$ cat src/rtl/sas_pkg.sv
package sas_pkg;
  localparam int BYTE_W   = 8;
  localparam int PF_POS   = 5;
  localparam int AUTH_POS = 7;
  localparam logic [BYTE_W-1:0] FIXED_ONES = 8'h5F;

  function automatic logic [BYTE_W-1:0] pack_status(input logic auth, input logic pf);
    logic [BYTE_W-1:0] s;
    s = FIXED_ONES;
    s[PF_POS] = pf;
    s[AUTH_POS] = auth;
    return s;
  endfunction
endpackage

$ cat src/rtl/sas_addr_reg.sv
module sas_addr_reg #(
  parameter int ADDR_W = 16,
  parameter int OFF_W  = 3
) (
  input  logic              clk,
  input  logic              rst_n,
  input  logic              load,
  input  logic [7:0]        lo_in,
  input  logic [ADDR_W-9:0] hi_in,
  output logic [ADDR_W-1:0] addr
);
  localparam logic [7:0] ALIGN_MASK = ~8'((1 << OFF_W) - 1);

  always_ff @(posedge clk) begin
    if (!rst_n)     addr <= '0;
    else if (load)  addr <= {hi_in, lo_in & ALIGN_MASK};
  end

  assert_addr_load_R2: assert property (@(posedge clk) disable iff (!rst_n)
    load |=> (addr[ADDR_W-1:8] == $past(hi_in)) && (addr[OFF_W-1:0] == '0));
endmodule

$ cat src/rtl/sas_bit_counter.sv
module sas_bit_counter #(
  parameter int CNT_W = 3
) (
  input  logic clk,
  input  logic rst_n,
  input  logic start,
  input  logic bit_fire,
  input  logic term,
  output logic active,
  output logic close_evt,
  output logic close_partial
);
  logic [CNT_W-1:0] cnt;
  logic [CNT_W-1:0] cnt_with_bit;

  always_comb begin
    cnt_with_bit  = cnt + CNT_W'(bit_fire);
    close_evt     = active && term && !start;
    close_partial = cnt_with_bit != '0;
  end

  always_ff @(posedge clk) begin
    if (!rst_n) begin
      active <= 1'b0;
      cnt    <= '0;
    end else if (start) begin
      active <= 1'b1;
      cnt    <= '0;
    end else if (close_evt) begin
      active <= 1'b0;
      cnt    <= '0;
    end else if (bit_fire) begin
      cnt    <= cnt_with_bit;
    end
  end

  assert_restart_clears_R11: assert property (@(posedge clk) disable iff (!rst_n)
    start |=> active && (cnt == '0));
  assert_stays_open_R4: assert property (@(posedge clk) disable iff (!rst_n)
    (active && !term) |=> active);
  assert_idle_stays_R4: assert property (@(posedge clk) disable iff (!rst_n)
    (!active && !start) |=> !active);
endmodule

$ cat src/rtl/sas_status_reg.sv
module sas_status_reg
  import sas_pkg::*;
(
  input  logic              clk,
  input  logic              rst_n,
  input  logic              close_evt,
  input  logic              close_partial,
  input  logic              power_loss,
  input  logic              wr_start,
  input  logic              copy_done,
  output logic [BYTE_W-1:0] status
);
  logic pf_q, auth_q;

  always_ff @(posedge clk) begin
    if (!rst_n) begin
      pf_q   <= 1'b1;
      auth_q <= 1'b0;
    end else begin
      if (power_loss)     pf_q <= 1'b1;
      else if (close_evt) pf_q <= close_partial;
      if (wr_start)       auth_q <= 1'b0;
      else if (copy_done) auth_q <= 1'b1;
    end
  end

  assign status = pack_status(auth_q, pf_q);

  assert_power_loss_R8: assert property (@(posedge clk) disable iff (!rst_n)
    power_loss |=> status[PF_POS]);
  assert_clean_close_R5: assert property (@(posedge clk) disable iff (!rst_n)
    (close_evt && !close_partial && !power_loss) |=> !status[PF_POS]);
  assert_start_clears_auth_R9: assert property (@(posedge clk) disable iff (!rst_n)
    wr_start |=> !status[AUTH_POS]);
  assert_pf_hold_R4: assert property (@(posedge clk) disable iff (!rst_n)
    (!close_evt && !power_loss) |=> $stable(status[PF_POS]));
endmodule

$ cat src/rtl/scratch_addr_status.sv
module scratch_addr_status
  import sas_pkg::*;
#(
  parameter int ADDR_W      = 16,
  parameter int BLOCK_BYTES = 8
) (
  input  logic              clk,
  input  logic              rst_n,
  input  logic              addr_load,
  input  logic [7:0]        addr_lo,
  input  logic [ADDR_W-9:0] addr_hi,
  input  logic              wr_start,
  input  logic              bit_valid,
  output logic              bit_ready,
  input  logic              wr_end,
  input  logic              bus_reset,
  input  logic              power_loss,
  input  logic              copy_done,
  output logic [ADDR_W-1:0] target_addr,
  output logic [BYTE_W-1:0] status_byte
);
  localparam int OFF_W = $clog2(BLOCK_BYTES);
  localparam int CNT_W = $clog2(BYTE_W);

  logic active, close_evt, close_partial;

  sas_addr_reg #(.ADDR_W(ADDR_W), .OFF_W(OFF_W)) u_addr (
    .clk(clk), .rst_n(rst_n), .load(addr_load),
    .lo_in(addr_lo), .hi_in(addr_hi), .addr(target_addr)
  );

  sas_bit_counter #(.CNT_W(CNT_W)) u_cnt (
    .clk(clk), .rst_n(rst_n), .start(wr_start),
    .bit_fire(bit_valid && active), .term(wr_end || bus_reset),
    .active(active), .close_evt(close_evt), .close_partial(close_partial)
  );

  sas_status_reg u_stat (
    .clk(clk), .rst_n(rst_n), .close_evt(close_evt),
    .close_partial(close_partial), .power_loss(power_loss),
    .wr_start(wr_start), .copy_done(copy_done), .status(status_byte)
  );

  assign bit_ready = active;
endmodule

$ cat config.mk
export PLATFORM = sky130hd
export DESIGN_NAME = scratch_addr_status
export DESIGN_NICKNAME = d
export VERILOG_FILES = /design/src/rtl/sas_pkg.sv /design/src/rtl/sas_addr_reg.sv /design/src/rtl/sas_bit_counter.sv /design/src/rtl/sas_status_reg.sv /design/src/rtl/scratch_addr_status.sv
export SDC_FILE = /design/constraint.sdc
export NUM_CORES = 1
export LEC_CHECK = 0
export BUFFER_PORTS_ARGS = -buffer_cell sky130_fd_sc_hd__buf_4
export CORE_MARGIN = 4
export CORE_UTILIZATION = 38
export DETAILED_ROUTE_END_ITERATION = 8
export GPL_ROUTABILITY_DRIVEN = 0
export PLACE_DENSITY = 0.73
export RECOVER_POWER = 100
export SLEW_MARGIN = 20
export SYNTH_ARGS = -nofsm -noshare
export SYNTH_HDL_FRONTEND = slang
export SYNTH_HIERARCHICAL = 1
export SYNTH_SLANG_ARGS = --single-unit
$ cat constraint.sdc
create_clock -name clk -period 1.6 [get_ports clk]
set_input_delay 0.32 -clock clk [delete_from_list [all_inputs] [get_ports clk]]
set_output_delay 0.32 -clock clk [all_outputs]
set_load 0.01 [all_outputs]
-- Yosys cells after proc, flatten, opt, wreduce, memory -nomap -nowiden
Cells that the tools add are included.
- input bits: 25
- register bits: 19
- output and inout port bits: 25
- logic and storage cells: 19
- add/subtract/negate cells: 1
- bitwise operators: 1
- reductions and logical operators: 10
- mux-type cells: 2
- operators with widths (kind ; count):
    $reduce_or 2->1 ; 2
    $add 3x1->3 ; 1
    $logic_and 1x1->1 ; 3
    $reduce_bool 3->1 ; 1
    $reduce_or 3->1 ; 1
    $mux 1 ; 2
    $reduce_bool 2->1 ; 1
    $logic_not 1->1 ; 1
    $logic_or 1x1->1 ; 1
    $not 1->1 ; 1

-- Longest topological paths before layout
Gate-level depths: netlist (run 1).
- word-level depth: 5
- depth in mapped cells: 7
- depth with buffers taken out: 7

-- Hierarchy
The synthesis (run 1) kept the hierarchy.
- modules (own cells, without submodules) (module ; area an instance (um^2) ; times used ; sequential area each (um^2) ; cells an instance):
    sas_addr_reg ; 533.0 ; 1 ; 260.2 ; 46
    sas_bit_counter ; 215.2 ; 1 ; 80.1 ; 20
    sas_status_reg ; 132.6 ; 1 ; 40.0 ; 15
    scratch_addr_status ; 12.5 ; 1 ; 0.0 ; 2

-- Worst setup path before layout (run 1)
OpenSTA, ideal clock, no wires.
- path type: register to register
- start: register u_cnt.active
- end: register u_stat.pf_q
- slack: -0.115 ns
- cell stages (with the launch flop): 8
- arrival time: 1.593 ns
- buffers on the path: 0
- cells stage by stage: dfxtp_1 and2_1 ha_1 ha_1 xor2_1 or3_1 mux2i_1 nand3b_1
- word-level cells in the longest chain between the ends: 3
- ends and longest elaborated chain (element ; RTL line ; text):
    start: declaration ; sas_bit_counter.sv:9 ; output logic active,
    start signal: assignment ; sas_bit_counter.sv:24 ; active <= 1'b0;
    start signal: assignment ; sas_bit_counter.sv:27 ; active <= 1'b1;
    start signal: assignment ; sas_bit_counter.sv:30 ; active <= 1'b0;
    $logic_and 1x1->1 ; scratch_addr_status.sv:34 ; .bit_fire(bit_valid && active), .term(wr_end || bus_reset),
    $add 3x1->3 ; sas_bit_counter.sv:17 ; cnt_with_bit = cnt + CNT_W'(bit_fire);
    $reduce_bool 3->1 ; sas_bit_counter.sv:19 ; close_partial = cnt_with_bit != '0;
    net close_partial ; scratch_addr_status.sv:25 ; logic active, close_evt, close_partial;
    end signal: assignment ; sas_status_reg.sv:21 ; else if (close_evt) pf_q <= close_partial;
    end: declaration ; sas_status_reg.sv:13 ; logic pf_q, auth_q;
The timed path passes the listed nets, and every way through them passes these cells.
A chain may end at the register's enable or synchronous reset.

-- Worst setup path after layout (run 1)
Ends and elaborated chain as after synthesis.

==> flow_summary.yaml, run 1 <==
cts:
  clkSlewWorstSetupHoldPaths_ns: 0.10
  cts_root_buffer: "clkbuf_4"
  max-clock-path-buffers: 2
  cts_tree: "yes"
  post_cts_buffers: 0
  clock_sink_count: 19
  cts.htree.levels: 1
  numCtsBuffers: 3
  worstSkewPairLatency_ns: 0.28
critical_path:
  crit_path_start_kind: "flip-flop"
  crit_path_end_kind: "flip-flop"
  worst_path_required_ns: 1.78
  critical_path.cell_chain: "and2_4 -> ha_4 -> ha_4 -> xor2_1 -> or3_1 -> mux2i_1 -> nand3b_1"
  slowest_stage: "dfxtp_4"
  worstSetupPathType: "reg -> reg"
  worst-path-max-fanout: 2
  path_common_cell: "ha_4"
  critical_path_arrival_ns: 1.76
  slowest_delay_ns: 0.35
final_layout:
  antenna_cells: 0
  drive_gt1_share_pct: 25.0
  final_cell_area_um2: 1120
  flow.area_growth_from_synthesis_pct: 25.9
  final_nets: 148
  nFillCells: 227
sta:
  final_min_period_over_clock_period_pct: 99.2
  timing_hold_violations_final: 0
  fin_worst_skew_ns: 0.000396
  setup_viol: 0
  timing.final.crit_period_ns: 1.59
  timing.max_slew.rel_slack_pct: 42.5
  worst_pin_slew_ns: 0.863
  max_freq_ghz: 0.630
  timing_max_transition_violations_final: 0
  whs_ns: 0.218
  unrepaired_setup_endpoints_after_global_routing: "true"
floorplanning:
  floorplan_die_height_um: 56.5
  floorplan.io_pins: 50
  row_cnt: 17
  core_um2: 2230
  fp.dieArea_um2: 3190
  die_x_um: 56.5
  floorplan.initialDensity_pct: 40.0
global_routing:
  total_global_route_track_usage_pct: 10.9
  number_of_antenna_violations_at_the_first_check_in_global_routing: 0
  grt_remaining_overflow: 0
  grt_first_pass_wirelength_um: 2800
  number_of_global_route_vias_before_repair: 614
  grt_max_degree: 18
logic_synthesis:
  synthDistinctLibCells: 21
  yosys_register_bits: 19
  fraction_of_the_yosys_area_taken_by_sequential_cells_pct: 42.6
  yosysWarningCount: 6
  netlist_instances: 83
  syn_area_per_cell_um2: 10.8
  synth.cell_area_um2: 893
hold_path:
  timing.hold.worst.class: "in -> reg"
placement:
  place.detailed.hpwl_um: 1360
  port_buffers: 37
  place_area_um2: 1170
drt:
  wl_per_cell_um: 11.3
  routed_wirelength_um: 1670
  routed-via-count: 628
  detail_route.vias_per_cell: 4.24
  route.detailed.drc: 0
  dr.pass1.iters: 4
  ant_nets: 0
  drtIter0Drc: 3
run_status:
  status: "finished, final reports clean"
pwr:
  power.density_cell_area_nw_per_um2: 785
  worst_ir_drop_on_vdd_mv: 0.453
  p_leak_nw: 0.499
run:
  drv.max_cap_violation_count: 0
==> per-stage QoR <==
stage	setup TNS (ns)	utilization, %	worst slack (ns)	std cells	power [mW]
floorplan	0	-	0.0253	90	0.622
global placement	-0.0616	52.3	-0.0616	144	0.680
detailed placement	-0.0600	52.3	-0.0600	144	0.685
CTS	-0.00105	53.5	-0.00105	148	0.909
global route	-0.0616	50.4	-0.0616	148	0.930
finish	0	50.4	0.0128	148	0.883
==> Yosys cell counts <==
cell type / number / share of area (%)
buf_4: 11 / 9.2
clkbuf_1: 1 / 0.42
buf_12: 1 / 2.2
nor2_1: 2 / 0.84
or2_1: 1 / 0.70
nand2b_1: 1 / 0.70
or3_1: 1 / 0.70
mux2i_1: 16 / 18
xor2_1: 1 / 0.98
nand2_1: 1 / 0.42
nand3b_1: 2 / 1.7
and2_1: 1 / 0.70
ha_1: 2 / 2.8
conb_1: 2 / 0.84
a21bo_1: 1 / 1.1
dfxtp_1: 19 / 43
a221oi_2: 1 / 1.7
nor3b_1: 3 / 2.5
buf_6: 1 / 1.3
nor2b_1: 14 / 9.8
o21a_1: 1 / 0.84
==> area by class of cell <==
type | count | area [um2] | area share [%]
clock buffers | 4 | 26.3 | 2.34
repair buffers | 40 | 236 | 21.0
well taps | 28 | 35.0 | 3.11
flip-flops and latches | 19 | 384 | 34.1
multi-input cells | 57 | 443 | 39.4
==> final timing paths <==
kind	startpoint	cells after the start	endpoint	slack [ns]
worst min register to register	u_stat/pf_q	2	u_stat/pf_q	0.51
worst max-delay path	u_cnt/active	7	u_stat/pf_q	0.01
worst min-delay path	wr_start	2	u_stat/auth_q	0.22
worst max register to register	u_cnt/active	7	u_stat/pf_q	0.01
==> flip-flops by register name (all words and copies together), names as in the netlist <==
| register | flops |
|---|---|
| u_addr/addr | 13 |
| u_stat/pf_q | 1 |
| u_cnt/active | 1 |
| u_cnt/cnt | 3 |
| u_stat/auth_q | 1 |
==> cell families (layout without fill, tap and decap cells) <==
| family | Yosys count | after routing | synth area share, % |
|---|---|---|---|
| AO/OA/AOI/OAI | 3 | 3 | 3.64 |
| XOR/XNOR | 1 | 1 | 0.981 |
| adder cells (fa/ha/maj) | 2 | 2 | 2.80 |
| buffers and inverters | 14 | 44 | 13.2 |
| flip-flops | 19 | 19 | 42.6 |
| multiplexers | 16 | 16 | 17.9 |
| other | 2 | 9 | 0.841 |
| AND/OR/NAND/NOR | 26 | 26 | 18.1 |
==> placed cells by master (no fill, tap or decap), drive strengths merged <==
| cell type | n |
|---|---|
| buf | 23 |
| clkbuf | 21 |
| dfxtp | 19 |
| mux2i | 16 |
| nor2b | 14 |
| conb | 9 |
| nor3b | 3 |
| nor2 | 2 |
| nand3b | 2 |
| ha | 2 |
| and2 | 1 |
| or2 | 1 |
| nand2 | 1 |
| xor2 | 1 |
| or3 | 1 |
| nand2b | 1 |
| o21a | 1 |
| a21bo | 1 |
| a221oi | 1 |
==> timing repair <==
item | CTS | global route
endpoints found under the setup margin | 1 | 1
resized for setup | 0 | 0
hold buffers | 0 | 0
==> critical path: cells and delay by family, from the launching register on <==
kind          cells  cell delay [ns]
simple gates      3             0.56
flops             1             0.35
fa+ha+maj         2             0.31
mux               1             0.14
xor+xnor          1             0.13
==> routing by layer <==
metal	share of wire [%]	vias up	track usage (%)	routed length, um
li1	-	331	-	-
met3	11	0	3.91	177
met1	44	268	14.0	742
met2	45	29	17.2	748
met5	0	-	0	0
met4	0	0	3.05	0
==> power breakdown <==
part / switching (mW) / total [mW] / internal [mW]
combinational: 0.0696 / 0.147 / 0.0773
clock: 0.134 / 0.231 / 0.0967
sequential: 0.0106 / 0.506 / 0.495
No activity file was read; power rests on OpenSTA's default activity.
==> run 2, diff against run 1 <==
Settings changed: ABC_AREA set to 1, CORE_UTILIZATION 38 to 39, PLACE_DENSITY 0.73 to 0.74.
==> flow_summary.yaml, run 2 <==
sta:
  fin_worst_skew_ns: 0.00634
  max_freq_ghz: 0.721
  worst_pin_slew_ns: 0.964
  timing_hold_violations_final: 0
  tns_ns: 0
  timing.max_slew.rel_slack_pct: 35.7
  final_min_period_over_clock_period_pct: 86.7
  unrepaired_setup_endpoints_after_global_routing: "false"
  whs_ns: 0.222
  timing_max_transition_violations_final: 0
  postLayoutSetupSlackWorst_ns: 0.213
  timing.final.crit_period_ns: 1.39
  setup_viol: 0
floorplanning:
  fp.dieArea_um2: 3280
  die_x_um: 57.3
  floorplan_die_height_um: 57.3
  core_um2: 2250
  floorplan.io_pins: 50
  floorplan.initialDensity_pct: 42.0
  row_cnt: 17
placement:
  placed_cells_incl_taps: 200
  port_buffers: 37
  place.detailed.hpwl_um: 1450
  post_place_setup_slack_ns: 0.113
  place_area_um2: 1160
cts:
  cts_tree: "yes"
  max-clock-path-buffers: 2
  numCtsBuffers: 3
  post_cts_buffers: 0
  cts.htree.levels: 1
  hold_buffers: 0
  cts_root_buffer: "clkbuf_4"
  clock_sink_count: 19
  post_cts_resized: 0
  clkSlewWorstSetupHoldPaths_ns: 0.10
  worstSkewPairLatency_ns: 0.29
critical_path:
  critical_path.cell_chain: "nand2_1 -> inv_1 -> ha_1 -> ha_1 -> nor2_1 -> nand3_1 -> nand2_1 -> nand3_1"
  cell_type_group_with_the_largest_total_delay_on_the_critical_path: "adder cells"
  r2r_slack_ns: 0.21
  worst_r2r_path_depth: 8
  crit_path_start_kind: "flip-flop"
  rr_endpoint: "u_stat/pf_q"
  combined_buffer_and_inverter_count_along_the_critical_path: 1
  worst-path-max-fanout: 4
  r2r_start: "u_cnt/active"
  slowest_stage: "dfxtp_1"
  worst_setup_path_endpoint: "u_stat/pf_q"
  slowest_delay_ns: 0.35
  worst_path_required_ns: 1.78
  crit_path_end_kind: "flip-flop"
  worstSetupPathType: "reg -> reg"
  worstSetupStartpoint: "u_cnt/active"
  critical_path_arrival_ns: 1.57
  path_depth: 8
global_routing:
  grt_remaining_overflow: 0
  grt_max_degree: 27
  number_of_global_route_vias_before_repair: 748
  number_of_antenna_violations_at_the_first_check_in_global_routing: 0
  total_global_route_track_usage_pct: 11.1
  grt_first_pass_wirelength_um: 2960
pwr:
  pwr-share-seq_pct: 56.6
  p_leak_nw: 0.629
  power.density_cell_area_nw_per_um2: 808
  total_switching_power_mw: 0.241
  p_int_mw: 0.667
  worst_ir_drop_on_vdd_mv: 0.338
  power.total_mw: 0.908
  power_frac_comb_pct: 18.0
  switching_share_pct: 26.6
  pwr-share-clk_pct: 25.5
logic_synthesis:
  synthDistinctLibCells: 13
  yosys.cell_count.top_type: "nand2_1"
  netlist.area_leader.share_pct: 40.2
  synth.cell_area_um2: 946
  synthDominantAreaCellType: "dfxtp_1"
  netlist_instances: 143
  synth_flop_cell: "dfxtp_1"
  synthTopCellsByCount: "nand2_1 (40), nor2_1 (33), inv_1 (22), dfxtp_1 (19), buf_4 (12)"
  dominant_cells_by_area_after_synthesis: "dfxtp_1 (40%), nand2_1 (16%), nor2_1 (13%)"
  syn_area_per_cell_um2: 6.61
  ys_async_sr_fraction_pct: 0
  synth-edff-count: 0
  fraction_of_the_yosys_area_taken_by_sequential_cells_pct: 40.2
  yosys_register_bits: 19
  yosysWarningCount: 6
final_layout:
  largest_registers_ranked_by_flip_flop_count: "u_addr/addr: 13 flops, u_cnt/cnt: 3 flops"
  largest_register_ff_count: 13
  postLayoutCoreUtil_pct: 49.8
  drive_gt1_share_pct: 15.3
  final_common_cell: "nand2_1"
  layout_common_cells: "nand2_1 (40), nor2_1 (33), inv_1 (22), buf_4 (20), dfxtp_1 (19)"
  final_nets: 204
  stdcell_count: 204
  largest_register: "u_addr/addr"
  antenna_cells: 0
  flow.area_growth_from_synthesis_pct: 18.8
  final_cell_area_um2: 1120
drt:
  wl_per_cell_um: 8.90
  dr.pass1.iters: 4
  routed_wirelength_um: 1820
  detail_route.vias_per_cell: 4.19
  ant_nets: 0
  route.detailed.drc: 0
  routed-via-count: 854
  drtIter0Drc: 21
hold_path:
  timing.hold.worst.class: "in -> reg"
run:
  drv.max_cap_violation_count: 0
run_status:
  status: "finished, final reports clean"
## run 2: layer usage
| metal | wire, um | vias to the layer above | global-route usage [%] |
|---|---|---|---|
| met5 | 0 | - | 0 |
| met2 | 859 | 34 | 18.1 |
| li1 | - | 456 | - |
| met1 | 774 | 364 | 13.6 |
| met3 | 181 | 0 | 3.85 |
| met4 | 0 | 0 | 3.97 |
## run 2: worst min-delay path by stage
stage,startpoint,endpoint,slack [ns],depth (start not counted)
CTS,power_loss,u_stat/pf_q,0.21,3
finish,power_loss,u_stat/pf_q,0.22,3
global route,power_loss,u_stat/pf_q,0.22,3
floorplan,power_loss,u_stat/pf_q,0.42,2
detailed placement,u_cnt/cnt[0],u_cnt/cnt[0],0.46,2
global placement,u_cnt/cnt[0],u_cnt/cnt[0],0.45,2
## run 2: kinds of logic after synthesis
| family | count (synthesis) | share of synthesized area [%] |
|---|---|---|
| and+or+nand+nor | 79 | 32.5 |
| DFF | 19 | 40.2 |
| AOI/OAI and AO/OA | 3 | 1.59 |
| other | 2 | 0.794 |
| adders and majority gates | 2 | 2.65 |
| buffers and inverters | 38 | 22.2 |
## run 2: worst reg2reg max path: cells and delay by family, from the launching register on
| family | cells | cell delay [ns] |
|---|---|---|
| buffers and inverters | 1 | 0.08 |
| and+or+nand+nor | 5 | 0.36 |
| adders and majority gates | 2 | 0.50 |
| DFF | 1 | 0.35 |
## run 2: power groups by stage
stage | Combinational [mW] | Clock (mW) | Sequential (mW)
4_1_cts | 0.186 | 0.245 | 0.515
3_5_place_dp | 0.186 | 0 | 0.525
3_3_place_gp | 0.181 | 0 | 0.524
2_1_floorplan | 0.108 | 0 | 0.536
5_1_grt | 0.187 | 0.265 | 0.518
6_report | 0.163 | 0.231 | 0.513
## run 2: area by class of cell
type                    instances  area (um2)
fillers                       238        1130
multi-input cells              93         382
flip-flops and latches         19         380
repair buffers                 37         214
inverters                      23        86.3
well taps                      28        35.0
clock buffers                   4        26.3
==> run 3, diff against run 2 <==
Settings changed: CORE_UTILIZATION 39 to 43, PLACE_DENSITY 0.74 to 0.77.
Clock period 1.6 ns to 1.3 ns, I/O delays scaled along.
==> flow_summary.yaml, run 3 (synthesis gave the netlist of run 2 again) <==
run_status:
  status: "finished, final reports clean"
pwr:
  pwr-share-clk_pct: 26.3
  power.total_mw: 1.14
  p_leak_nw: 0.644
  switching_share_pct: 28.0
  p_int_mw: 0.823
  total_switching_power_mw: 0.321
  pwr-share-seq_pct: 55.2
  power.density_cell_area_nw_per_um2: 972
  worst_ir_drop_on_vdd_mv: 0.484
  power_frac_comb_pct: 18.5
drt:
  detail_route.vias_per_cell: 4.23
  routed_wirelength_um: 1910
  dr.pass1.iters: 4
  drtIter0Drc: 7
  routed-via-count: 871
  ant_nets: 0
  route.detailed.drc: 0
  wl_per_cell_um: 9.27
final_layout:
  final_common_cell: "nand2_1"
  antenna_cells: 0
  postLayoutCoreUtil_pct: 58.2
  layout_common_cells: "nand2_1 (40), nor2_1 (32), buf_4 (23), inv_1 (21), dfxtp_1 (19)"
  largest_registers_ranked_by_flip_flop_count: "u_addr/addr: 13 flops, u_cnt/cnt: 3 flops"
  final_nets: 207
  flow.area_growth_from_synthesis_pct: 24.5
  drive_gt1_share_pct: 20.1
  final_cell_area_um2: 1180
  largest_register_ff_count: 13
  largest_register: "u_addr/addr"
critical_path:
  worstSetupPathType: "reg -> reg"
  worst_setup_path_endpoint: "u_stat/pf_q"
  crit_path_start_kind: "flip-flop"
  r2r_slack_ns: 0.06
  crit_path_end_kind: "flip-flop"
  worst_path_required_ns: 1.50
  critical_path_arrival_ns: 1.44
  r2r_start: "u_cnt/active"
  worstSetupStartpoint: "u_cnt/active"
  rr_endpoint: "u_stat/pf_q"
  worst-path-max-fanout: 2
  worst_r2r_path_depth: 8
cts:
  clock_sink_count: 19
  numCtsBuffers: 3
  worstSkewPairLatency_ns: 0.30
  cts_tree: "yes"
  cts_root_buffer: "clkbuf_4"
  cts.htree.levels: 1
  max-clock-path-buffers: 2
  clkSlewWorstSetupHoldPaths_ns: 0.11
global_routing:
  total_global_route_track_usage_pct: 13.9
  number_of_global_route_vias_before_repair: 764
  grt_first_pass_wirelength_um: 3050
  number_of_antenna_violations_at_the_first_check_in_global_routing: 0
  grt_max_degree: 27
  grt_remaining_overflow: 0
floorplanning:
  fp.dieArea_um2: 3010
  floorplan.initialDensity_pct: 46.8
  floorplan.io_pins: 50
  core_um2: 2020
  die_x_um: 54.9
  floorplan_die_height_um: 54.9
  row_cnt: 16
placement:
  port_buffers: 37
  place.detailed.hpwl_um: 1470
  post_place_setup_slack_ns: -0.114
  place_area_um2: 1180
sta:
  fin_worst_skew_ns: 0.00508
  max_freq_ghz: 0.805
  timing.final.crit_period_ns: 1.24
  postLayoutSetupSlackWorst_ns: 0.0576
  setup_viol: 0
  timing_max_transition_violations_final: 0
  final_min_period_over_clock_period_pct: 95.6
  timing_hold_violations_final: 0
  unrepaired_setup_endpoints_after_global_routing: "false"
  whs_ns: 0.143
run:
  drv.max_cap_violation_count: 0
hold_path:
  timing.hold.worst.class: "in -> reg"
==> run 3: changes by cell type in the layout (fill, tap and decap cells not counted) <==
cell	change
nor2_1	-1
inv_1	-1
buf_4	+3
clkbuf_1	-2
ha_4	+2
inv_2	+1
nor2_2	+1
ha_1	-2
clkinv_2	+1
clkbuf_4	+1
==> run 3: how the worst min path moves through the flow <==
stage | start | end | cells past startpoint
floorplan | power_loss | u_stat/pf_q | 2
global placement | power_loss | u_stat/pf_q | 3
detailed placement | power_loss | u_stat/pf_q | 3
CTS | power_loss | u_stat/pf_q | 3
global route | power_loss | u_stat/pf_q | 3
finish | power_loss | u_stat/pf_q | 3
==> run 3: power groups by stage <==
stage / Clock, mW / Combinational, mW / Sequential (mW)
floorplan: 0 / 0.133 / 0.660
global placement: 0 / 0.228 / 0.644
detailed placement: 0 / 0.235 / 0.646
CTS: 0.317 / 0.237 / 0.633
global route: 0.333 / 0.241 / 0.636
finish: 0.301 / 0.211 / 0.631
==> run 3: cell type report <==
type | instances | area (um2)
inverters | 23 | 86.3
clock inverters | 1 | 5.00
well taps | 27 | 33.8
repair buffers | 40 | 240
fillers | 227 | 845
flip-flops and latches | 19 | 380
clock buffers | 3 | 22.5
multi-input cells | 93 | 409
==> run 3: what timing repair did <==
action / CTS / global route
gates cloned: 0 / 0
pin swaps: 4 / 0
setup buffers: 1 / 0
hold buffers: 0 / 0
endpoints found under the setup margin: 1 / 1
gates resized for setup: 3 / 2
==> run 3: through the flow <==
step	setup TNS (ns)	std cells
finish	0	206
global route	0	206
CTS	0	206
detailed placement	-0.114	201
global placement	-0.0522	201
floorplan	0	150
==> run 3: layer usage <==
metal / up-vias / track usage (%) / routed length, um
li1: 462 / - / -
met1: 373 / 14.4 / 788
met2: 31 / 26.0 / 894
met3: 5 / 2.68 / 188
met4: 0 / 7.29 / 38
met5: - / 0 / 0
==> run 3: worst max-delay path, stage by stage, from the launching register on <==
cell and delay (ns):
dfxtp_1 0.33, nand2_1 0.06, inv_2 0.05, ha_4 0.15, ha_4 0.23, nor2_2 0.11
nand3_1 0.07, nand2_1 0.06, nand3_1 0.07
